File: config.mk
export PLATFORM = sky130hd
export DESIGN_NAME = chan_seq
export DESIGN_NICKNAME = d
export VERILOG_FILES = /design/src/rtl/chseq_pkg.sv /design/src/rtl/chseq_scan.sv /design/src/rtl/chseq_ctrl.sv /design/src/rtl/chseq_respipe.sv /design/src/rtl/chan_seq.sv
export SDC_FILE = /design/constraint.sdc
export NUM_CORES = 1
export LEC_CHECK = 0
export BUFFER_PORTS_ARGS = -buffer_cell sky130_fd_sc_hd__clkbuf_2
export CAP_MARGIN = 15
export CORE_UTILIZATION = 49
export DETAILED_ROUTE_END_ITERATION = 12
export MAX_ROUTING_LAYER = met4
export PLACE_DENSITY = 0.72
export REMOVE_ABC_BUFFERS = 1
export SKIP_LAST_GASP = 1
export SYNTH_ARGS = -nofsm -noshare
export SYNTH_HDL_FRONTEND = slang
export SYNTH_HIERARCHICAL = 1
export SYNTH_SLANG_ARGS = --single-unit
File: constraint.sdc
create_clock -name clk -period 2.35 [get_ports clk]
set_input_delay 0.235 -clock clk [delete_from_list [all_inputs] [get_ports clk]]
set_output_delay 0.235 -clock clk [all_outputs]
set_load 0.005 [all_outputs]
File: src/rtl/chseq_pkg.sv
package chseq_pkg;

  localparam int NCH_DEF   = 8;
  localparam int RES_W_DEF = 10;
  localparam int TAG_W_DEF = 4;
  localparam int SCAN_MAX  = 32;

  // Lowest set bit of m at or above index 'from'; returns {hit, index}.
  function automatic logic [5:0] find_up(input logic [SCAN_MAX-1:0] m, input int from);
    logic [5:0] r;
    r = 6'd0;
    for (int i = SCAN_MAX - 1; i >= 0; i--) begin
      if (m[i] && (i >= from)) r = {1'b1, 5'(i)};
    end
    return r;
  endfunction

endpackage

File: src/rtl/chseq_scan.sv
module chseq_scan #(
  parameter int NCH  = chseq_pkg::NCH_DEF,
  parameter int CH_W = $clog2(NCH)
) (
  input  logic [NCH-1:0]  mask,
  input  logic [CH_W:0]   from_idx,
  output logic            hit,
  output logic [CH_W-1:0] idx
);
  import chseq_pkg::*;

  logic [SCAN_MAX-1:0] m_wide;
  logic [5:0]          found;

  generate
    if (NCH < SCAN_MAX) begin : g_pad
      assign m_wide = {{(SCAN_MAX - NCH){1'b0}}, mask};
    end else begin : g_full
      assign m_wide = mask[SCAN_MAX-1:0];
    end
  endgenerate

  always_comb begin
    found = find_up(m_wide, int'(from_idx));
    hit   = found[5];
    idx   = found[CH_W-1:0];
  end

endmodule

File: src/rtl/chseq_ctrl.sv
module chseq_ctrl #(
  parameter int NCH  = chseq_pkg::NCH_DEF,
  parameter int CH_W = $clog2(NCH)
) (
  input  logic            clk,
  input  logic            rst_n,
  input  logic            cfg_wr,
  input  logic [NCH-1:0]  cfg_mask,
  input  logic            cfg_repeat,
  input  logic            conv_start,
  output logic [CH_W-1:0] ptr,
  output logic            ptr_vld,
  output logic [CH_W-1:0] infl_ch,
  output logic            infl_vld
);
  localparam logic [NCH-1:0] ONE_N = NCH'(1);

  logic [NCH-1:0]  mask_q;
  logic            rep_q;
  logic [CH_W-1:0] ptr_q;
  logic            pvld_q;
  logic [CH_W-1:0] infl_ch_q;
  logic            infl_vld_q;

  logic            nx_hit, lo_hit, wr_hit;
  logic [CH_W-1:0] nx_idx, lo_idx, wr_idx;
  logic [CH_W:0]   nx_from;

  // Named events for the checks below.
  logic take, adv_evt, wrap_evt, done_evt;

  assign nx_from  = {1'b0, ptr_q} + 1'b1;
  assign take     = conv_start && !cfg_wr;
  assign adv_evt  = take && pvld_q && nx_hit;
  assign wrap_evt = take && pvld_q && !nx_hit && rep_q;
  assign done_evt = take && pvld_q && !nx_hit && !rep_q;

  chseq_scan #(.NCH(NCH), .CH_W(CH_W)) u_scan_next (
    .mask(mask_q), .from_idx(nx_from), .hit(nx_hit), .idx(nx_idx));
  chseq_scan #(.NCH(NCH), .CH_W(CH_W)) u_scan_low (
    .mask(mask_q), .from_idx('0), .hit(lo_hit), .idx(lo_idx));
  chseq_scan #(.NCH(NCH), .CH_W(CH_W)) u_scan_wr (
    .mask(cfg_mask), .from_idx('0), .hit(wr_hit), .idx(wr_idx));

  always_ff @(posedge clk or negedge rst_n) begin
    if (!rst_n) begin
      mask_q     <= '0;
      rep_q      <= 1'b0;
      ptr_q      <= '0;
      pvld_q     <= 1'b0;
      infl_ch_q  <= '0;
      infl_vld_q <= 1'b0;
    end else if (cfg_wr) begin
      mask_q     <= cfg_mask;
      rep_q      <= cfg_repeat;
      ptr_q      <= wr_idx;
      pvld_q     <= wr_hit;
      infl_ch_q  <= '0;
      infl_vld_q <= 1'b0;
    end else if (take) begin
      infl_ch_q  <= ptr_q;
      infl_vld_q <= pvld_q;
      if (adv_evt) begin
        ptr_q <= nx_idx;
      end else if (wrap_evt) begin
        ptr_q  <= lo_idx;
        pvld_q <= lo_hit;
      end else if (done_evt) begin
        pvld_q <= 1'b0;
      end
    end
  end

  assign ptr      = ptr_q;
  assign ptr_vld  = pvld_q;
  assign infl_ch  = infl_ch_q;
  assign infl_vld = infl_vld_q;

  a_r1_sel_enabled: assert property (@(posedge clk) disable iff (!rst_n)
    pvld_q |-> mask_q[ptr_q]);
  a_r2_ascending: assert property (@(posedge clk) disable iff (!rst_n)
    adv_evt |=> (ptr_q > $past(ptr_q)) && pvld_q);
  a_r3_stop: assert property (@(posedge clk) disable iff (!rst_n)
    done_evt |=> !pvld_q);
  a_r3_idle_holds: assert property (@(posedge clk) disable iff (!rst_n)
    (!pvld_q && !cfg_wr) |=> !pvld_q);
  a_r4_wrap: assert property (@(posedge clk) disable iff (!rst_n)
    wrap_evt |=> pvld_q && (ptr_q <= $past(ptr_q)));
  a_r5_restart_vld: assert property (@(posedge clk) disable iff (!rst_n)
    cfg_wr |=> (pvld_q == (|$past(cfg_mask))) && !infl_vld_q);
  a_r5_restart_lowest: assert property (@(posedge clk) disable iff (!rst_n)
    (cfg_wr && |cfg_mask) |=> ($countones(mask_q & ((ONE_N << ptr_q) - ONE_N)) == 0));

endmodule

File: src/rtl/chseq_respipe.sv
module chseq_respipe #(
  parameter int RES_W = chseq_pkg::RES_W_DEF,
  parameter int CH_W  = 3,
  parameter int TAG_W = chseq_pkg::TAG_W_DEF
) (
  input  logic             clk,
  input  logic             rst_n,
  input  logic             clr,
  input  logic             take,
  input  logic             src_vld,
  input  logic [CH_W-1:0]  src_ch,
  input  logic [RES_W-1:0] src_word,
  output logic             res_vld,
  output logic [TAG_W-1:0] res_tag,
  output logic [RES_W-1:0] res_word
);
  localparam logic [RES_W-1:0] NO_DATA = '1;

  logic             vld_q;
  logic [TAG_W-1:0] tag_q;
  logic [RES_W-1:0] word_q;

  always_ff @(posedge clk or negedge rst_n) begin
    if (!rst_n) begin
      vld_q  <= 1'b0;
      tag_q  <= '0;
      word_q <= NO_DATA;
    end else if (clr) begin
      vld_q  <= 1'b0;
      tag_q  <= '0;
      word_q <= NO_DATA;
    end else if (take) begin
      vld_q  <= src_vld;
      tag_q  <= src_vld ? TAG_W'(src_ch) : '0;
      word_q <= src_vld ? src_word : NO_DATA;
    end
  end

  assign res_vld  = vld_q;
  assign res_tag  = tag_q;
  assign res_word = word_q;

  a_r6_latency: assert property (@(posedge clk) disable iff (!rst_n)
    (take && !clr && src_vld) |=> res_vld && (res_tag[CH_W-1:0] == $past(src_ch))
                                   && (res_word == $past(src_word)));
  a_r7_invalid_ones: assert property (@(posedge clk) disable iff (!rst_n)
    !res_vld |-> (res_word == NO_DATA) && (res_tag == '0));
  a_r7_clear: assert property (@(posedge clk) disable iff (!rst_n)
    clr |=> !res_vld);
  a_r8_tag_msb: assert property (@(posedge clk) disable iff (!rst_n)
    res_vld |-> (res_tag[TAG_W-1:CH_W] == '0));
  a_r10_hold: assert property (@(posedge clk) disable iff (!rst_n)
    (!take && !clr) |=> $stable(res_vld) && $stable(res_tag) && $stable(res_word));

endmodule

File: src/rtl/chan_seq.sv
module chan_seq #(
  parameter int NCH   = chseq_pkg::NCH_DEF,
  parameter int RES_W = chseq_pkg::RES_W_DEF,
  parameter int TAG_W = chseq_pkg::TAG_W_DEF,
  parameter int CH_W  = $clog2(NCH)
) (
  input  logic             clk,
  input  logic             rst_n,
  input  logic             cfg_wr,
  input  logic [NCH-1:0]   cfg_mask,
  input  logic             cfg_repeat,
  input  logic             conv_start,
  input  logic [RES_W-1:0] conv_data,
  output logic [CH_W-1:0]  mux_addr,
  output logic             mux_vld,
  output logic             res_vld,
  output logic [TAG_W-1:0] res_tag,
  output logic [RES_W-1:0] res_word
);
  logic            take;
  logic [CH_W-1:0] infl_ch;
  logic            infl_vld;

  assign take = conv_start && !cfg_wr;

  chseq_ctrl #(.NCH(NCH), .CH_W(CH_W)) u_ctrl (
    .clk(clk), .rst_n(rst_n), .cfg_wr(cfg_wr), .cfg_mask(cfg_mask),
    .cfg_repeat(cfg_repeat), .conv_start(conv_start),
    .ptr(mux_addr), .ptr_vld(mux_vld), .infl_ch(infl_ch), .infl_vld(infl_vld));

  chseq_respipe #(.RES_W(RES_W), .CH_W(CH_W), .TAG_W(TAG_W)) u_pipe (
    .clk(clk), .rst_n(rst_n), .clr(cfg_wr), .take(take),
    .src_vld(infl_vld), .src_ch(infl_ch), .src_word(conv_data),
    .res_vld(res_vld), .res_tag(res_tag), .res_word(res_word));

  a_r6_pending_follows: assert property (@(posedge clk) disable iff (!rst_n)
    (take && mux_vld) |=> (infl_vld && (infl_ch == $past(mux_addr))));

endmodule

==> qor.csv <==
stage,metric,value,unit
run_status,status,completed,
floorplanning,fp.dieArea,4140,sq um
floorplanning,dieWidth,64.3,microns
place,dp_hpwl,3.07,mm
global_route,grt_max_degree,32,
clock_tree,cts_hold_buf,0,
power_and_ir_drop,p_leak,0.00116,uW
timing,skew,0.00621,ns
clock_tree,htree_levels,2,
clock_tree,clkTransAtPathRegs,0.07,ns
detailed_routing,first_iter_violations,109,
clock_tree,cts_buffers,5,
layout,drive_above_1_share,29.3,%
timing,max_slew_margin,48.7,%
yosys,synth_cells,197,
yosys,ys_top_cells_by_area,"dfrtp_1, dfstp_2, mux2_2, o32a_1, a21boi_0",
power_and_ir_drop,powerDensity,620,nW/um^2
detailed_routing,drt_wl_total,4.21,mm
global_route,use_met3,5.54,%
setup_path,crit_slowest_cell,dfrtp_2,
setup_path,crit_required,2.58,ns
timing,hold_viol_final,0,
detailed_routing,first_pass_iters,4,
global_route,busiest_layer,met2,
power_and_ir_drop,switching_share,31.5,%
place,port_buffers,40,
clock_tree,cts_root_buf,clkbuf_8,
yosys,yosys.cell_count.top_type,dfrtp_1,
place,dpl-instance-area,2300,sq um
clock_tree,clk_latency,0.29,ns
layout,syn2layout_area_growth,28.1,%
yosys,yosys_warnings,6,
global_route,grt_overflow,0,
detailed_routing,route.detailed.drc,0,
yosys,synth_common_cells,"dfrtp_1, nor2_1, inv_1, nand2_1, dfstp_2",
setup_path,worst_path_dominant_cell_family,compound AO/OA/AOI/OAI gates,
setup_path,critical_path_buf_inv_count,1,
yosys,synth-seq-cells,31,
floorplanning,fp.dieH,64.3,microns
power_and_ir_drop,intPower,1040,uW
power_and_ir_drop,vdd_drop_max,0.000426,V
global_route,grt_pass1_wl,6.96,mm
yosys,syn-cell-area,1900,sq um
detailed_routing,vias,1681,
yosys,postSynthAreaPerCell,9.66,sq um
power_and_ir_drop,p_comb_share,28.1,%
detailed_routing,vias_per_cell,4.97,
floorplanning,initial_core_util,51.6,%
yosys,synth.top_cell.area_share,27.6,%
power_and_ir_drop,pwr-share-seq,41.2,%
setup_path,cp-start-kind,flop,
power_and_ir_drop,net-switching-power,476,uW
global_route,use_met2,34.2,%
power_and_ir_drop,clkPwrFrac,30.6,%
timing,period_share,97.2,%
yosys,synth_ff_type,dfrtp_1,
clock_tree,clock_sinks,31,
layout,antenna_cells,0,
floorplanning,io_pins,42,
global_route,use_met1,28.7,%
detailed_routing,antenna_left,0,
yosys,netlist-cell-type-count,40,
detailed_routing,wl_per_cell,12.4,microns
timing,final-setup-viol-count,0,
yosys,synth_edf_count,0,
yosys,synth.yosys.seq_area_share,41.4,%
setup_path,crit_arrival,2.51,ns
timing,max_freq,438,MHz
timing,finalCriticalPeriod,2.28,ns
timing,worst_pin_slew,0.769,ns
timing,finalMaxSlewViolations,0,
layout,stdcell_area,2440,sq um
floorplanning,coreArea,3690,sq um
setup_path,path_class,reg -> reg,
global_route,grt_pass1_vias,1617,
setup_path,cp_max_fo,7,
place,place.gp.congestion,0.906,
clock_tree,clock_path_buffers,2,
setup_path,cpPeakStageDelay,0.44,ns
run,maxCapViolCount,0,
setup_path,endpoint_kind,flop,
global_route,antenna_found_initial,0,
layout,nNetsFinal,313,
global_route,grt_usage,22.8,%
clock_tree,cts_tree,built,
yosys,async_flop_share,100,%
yosys,synth_top_area_cell,dfrtp_1,
worst_hold_path,min_path_type,in -> async,
floorplanning,placementRows,22,
setup_path,crit_path_cell_trace,ha_1 > xor2_1 > buf_4 > a21boi_0 > o21ai_1 > a21boi_2 > nand3_2 > or2_1 > a31oi_4 > a221o_1,
layout,final_core_util,66.1,%
## flip-flops by register name, indices dropped and copies added (netlist names)
| name | count |
|---|---|
| u_pipe/res_word | 10 |
| u_ctrl/mask_q | 8 |
| u_ctrl/infl_ch | 3 |
| u_ctrl/ptr | 3 |
| u_pipe/res_tag | 3 |
| u_ctrl/infl_vld | 1 |
| u_ctrl/ptr_vld | 1 |
| u_ctrl/rep_q | 1 |
| u_pipe/res_vld | 1 |
## final timing paths
kind / start / end / slack (ns) / depth (start not counted)
min in group clk: conv_data[7] / u_pipe/res_word[7] / 0.15 / 3
max reg2reg: u_ctrl/ptr[0] / u_ctrl/ptr[2] / 0.07 / 10
min: rst_n / u_ctrl/ptr[2] / 0.01 / 1
max: u_ctrl/ptr[0] / u_ctrl/ptr[2] / 0.07 / 10
min reg2reg: u_pipe/res_tag[1] / u_pipe/res_tag[1] / 0.51 / 1
max in group asynchronous: rst_n / u_ctrl/ptr[0] / 1.81 / 1
## through the flow
step | hold WS (ns) | TNS, ns | setup slack [ns] | power [uW] | instances
final | 0.0127 | 0 | 0.0650 | 1510 | 338
after global routing | 0.0862 | -0.0254 | -0.0151 | 1600 | 338
after CTS | 0.0352 | 0 | 0.0580 | 1490 | 336
after detailed placement | 0.347 | 0 | 0.123 | 1020 | 328
after global placement | 0.345 | 0 | 0.178 | 1020 | 328
after floorplan | -0.0606 | 0 | 0.0374 | 890 | 237
## logic make-up (layout without fill, tap and decap cells)
logic type | after synthesis | after routing | share of synthesized area (%)
compound gates | 68 | 68 | 27.2
xor+xnor | 1 | 1 | 0.460
fa+ha+maj | 1 | 1 | 0.657
buf+inv | 20 | 66 | 5.65
flops | 31 | 31 | 41.4
mux | 13 | 13 | 7.43
other cells | 2 | 49 | 0.395
simple gates | 61 | 61 | 16.8
## power groups by stage
stage	Clock [uW]	Sequential, uW	Combinational (uW)
floorplan	0	619	271
global placement	0	632	387
detailed placement	0	633	392
CTS	475	624	396
global route	495	631	477
finish	463	623	425
## cell usage in the layout, fill, tap and decap left out, types with 3 or more instances in the layout
master	n
clkbuf_2	40
mux2_2	9
nor3_1	5
o221ai_1	3
clkbuf_8	7
a21o_1	3
a221o_1	3
buf_4	4
nand3_2	4
o32a_1	8
nand3b_1	3
a21boi_2	6
dfrtp_1	20
a32o_1	3
mux2i_1	4
conb_1	49
o21ai_1	5
nand3_1	5
nand2_1	12
nor2_1	18
inv_1	13
a21oi_1	9
o22ai_1	3
a22oi_1	3
nor2b_1	3
a21boi_0	9
a21boi_1	3
dfstp_2	10
nand2b_1	3
o21ai_0	7
## per-layer routing
layer  vias to the layer above  wire length, microns
met5                         -                     0
met4                         0                    89
met3                        11                   206
met2                        45                  1940
met1                       770                  1970
li1                        855                     -
## what timing repair did
| item | 4_1_cts | 5_1_grt |
|---|---|---|
| resized for setup | 0 | 6 |
| endpoints found under the setup margin | 0 | 3 |
| setup buffers | 0 | 2 |
## layout make-up
| type | instances | area [sq um] |
|---|---|---|
| fill | 327 | 1250 |
| multi-input combinational | 193 | 1200 |
| sequential | 31 | 790 |
| timing repair buffer | 45 | 241 |
| clock buffer | 8 | 100 |
| tap | 48 | 60.1 |
| inverter | 13 | 48.8 |
No activity file was read; power rests on OpenSTA's default activity.
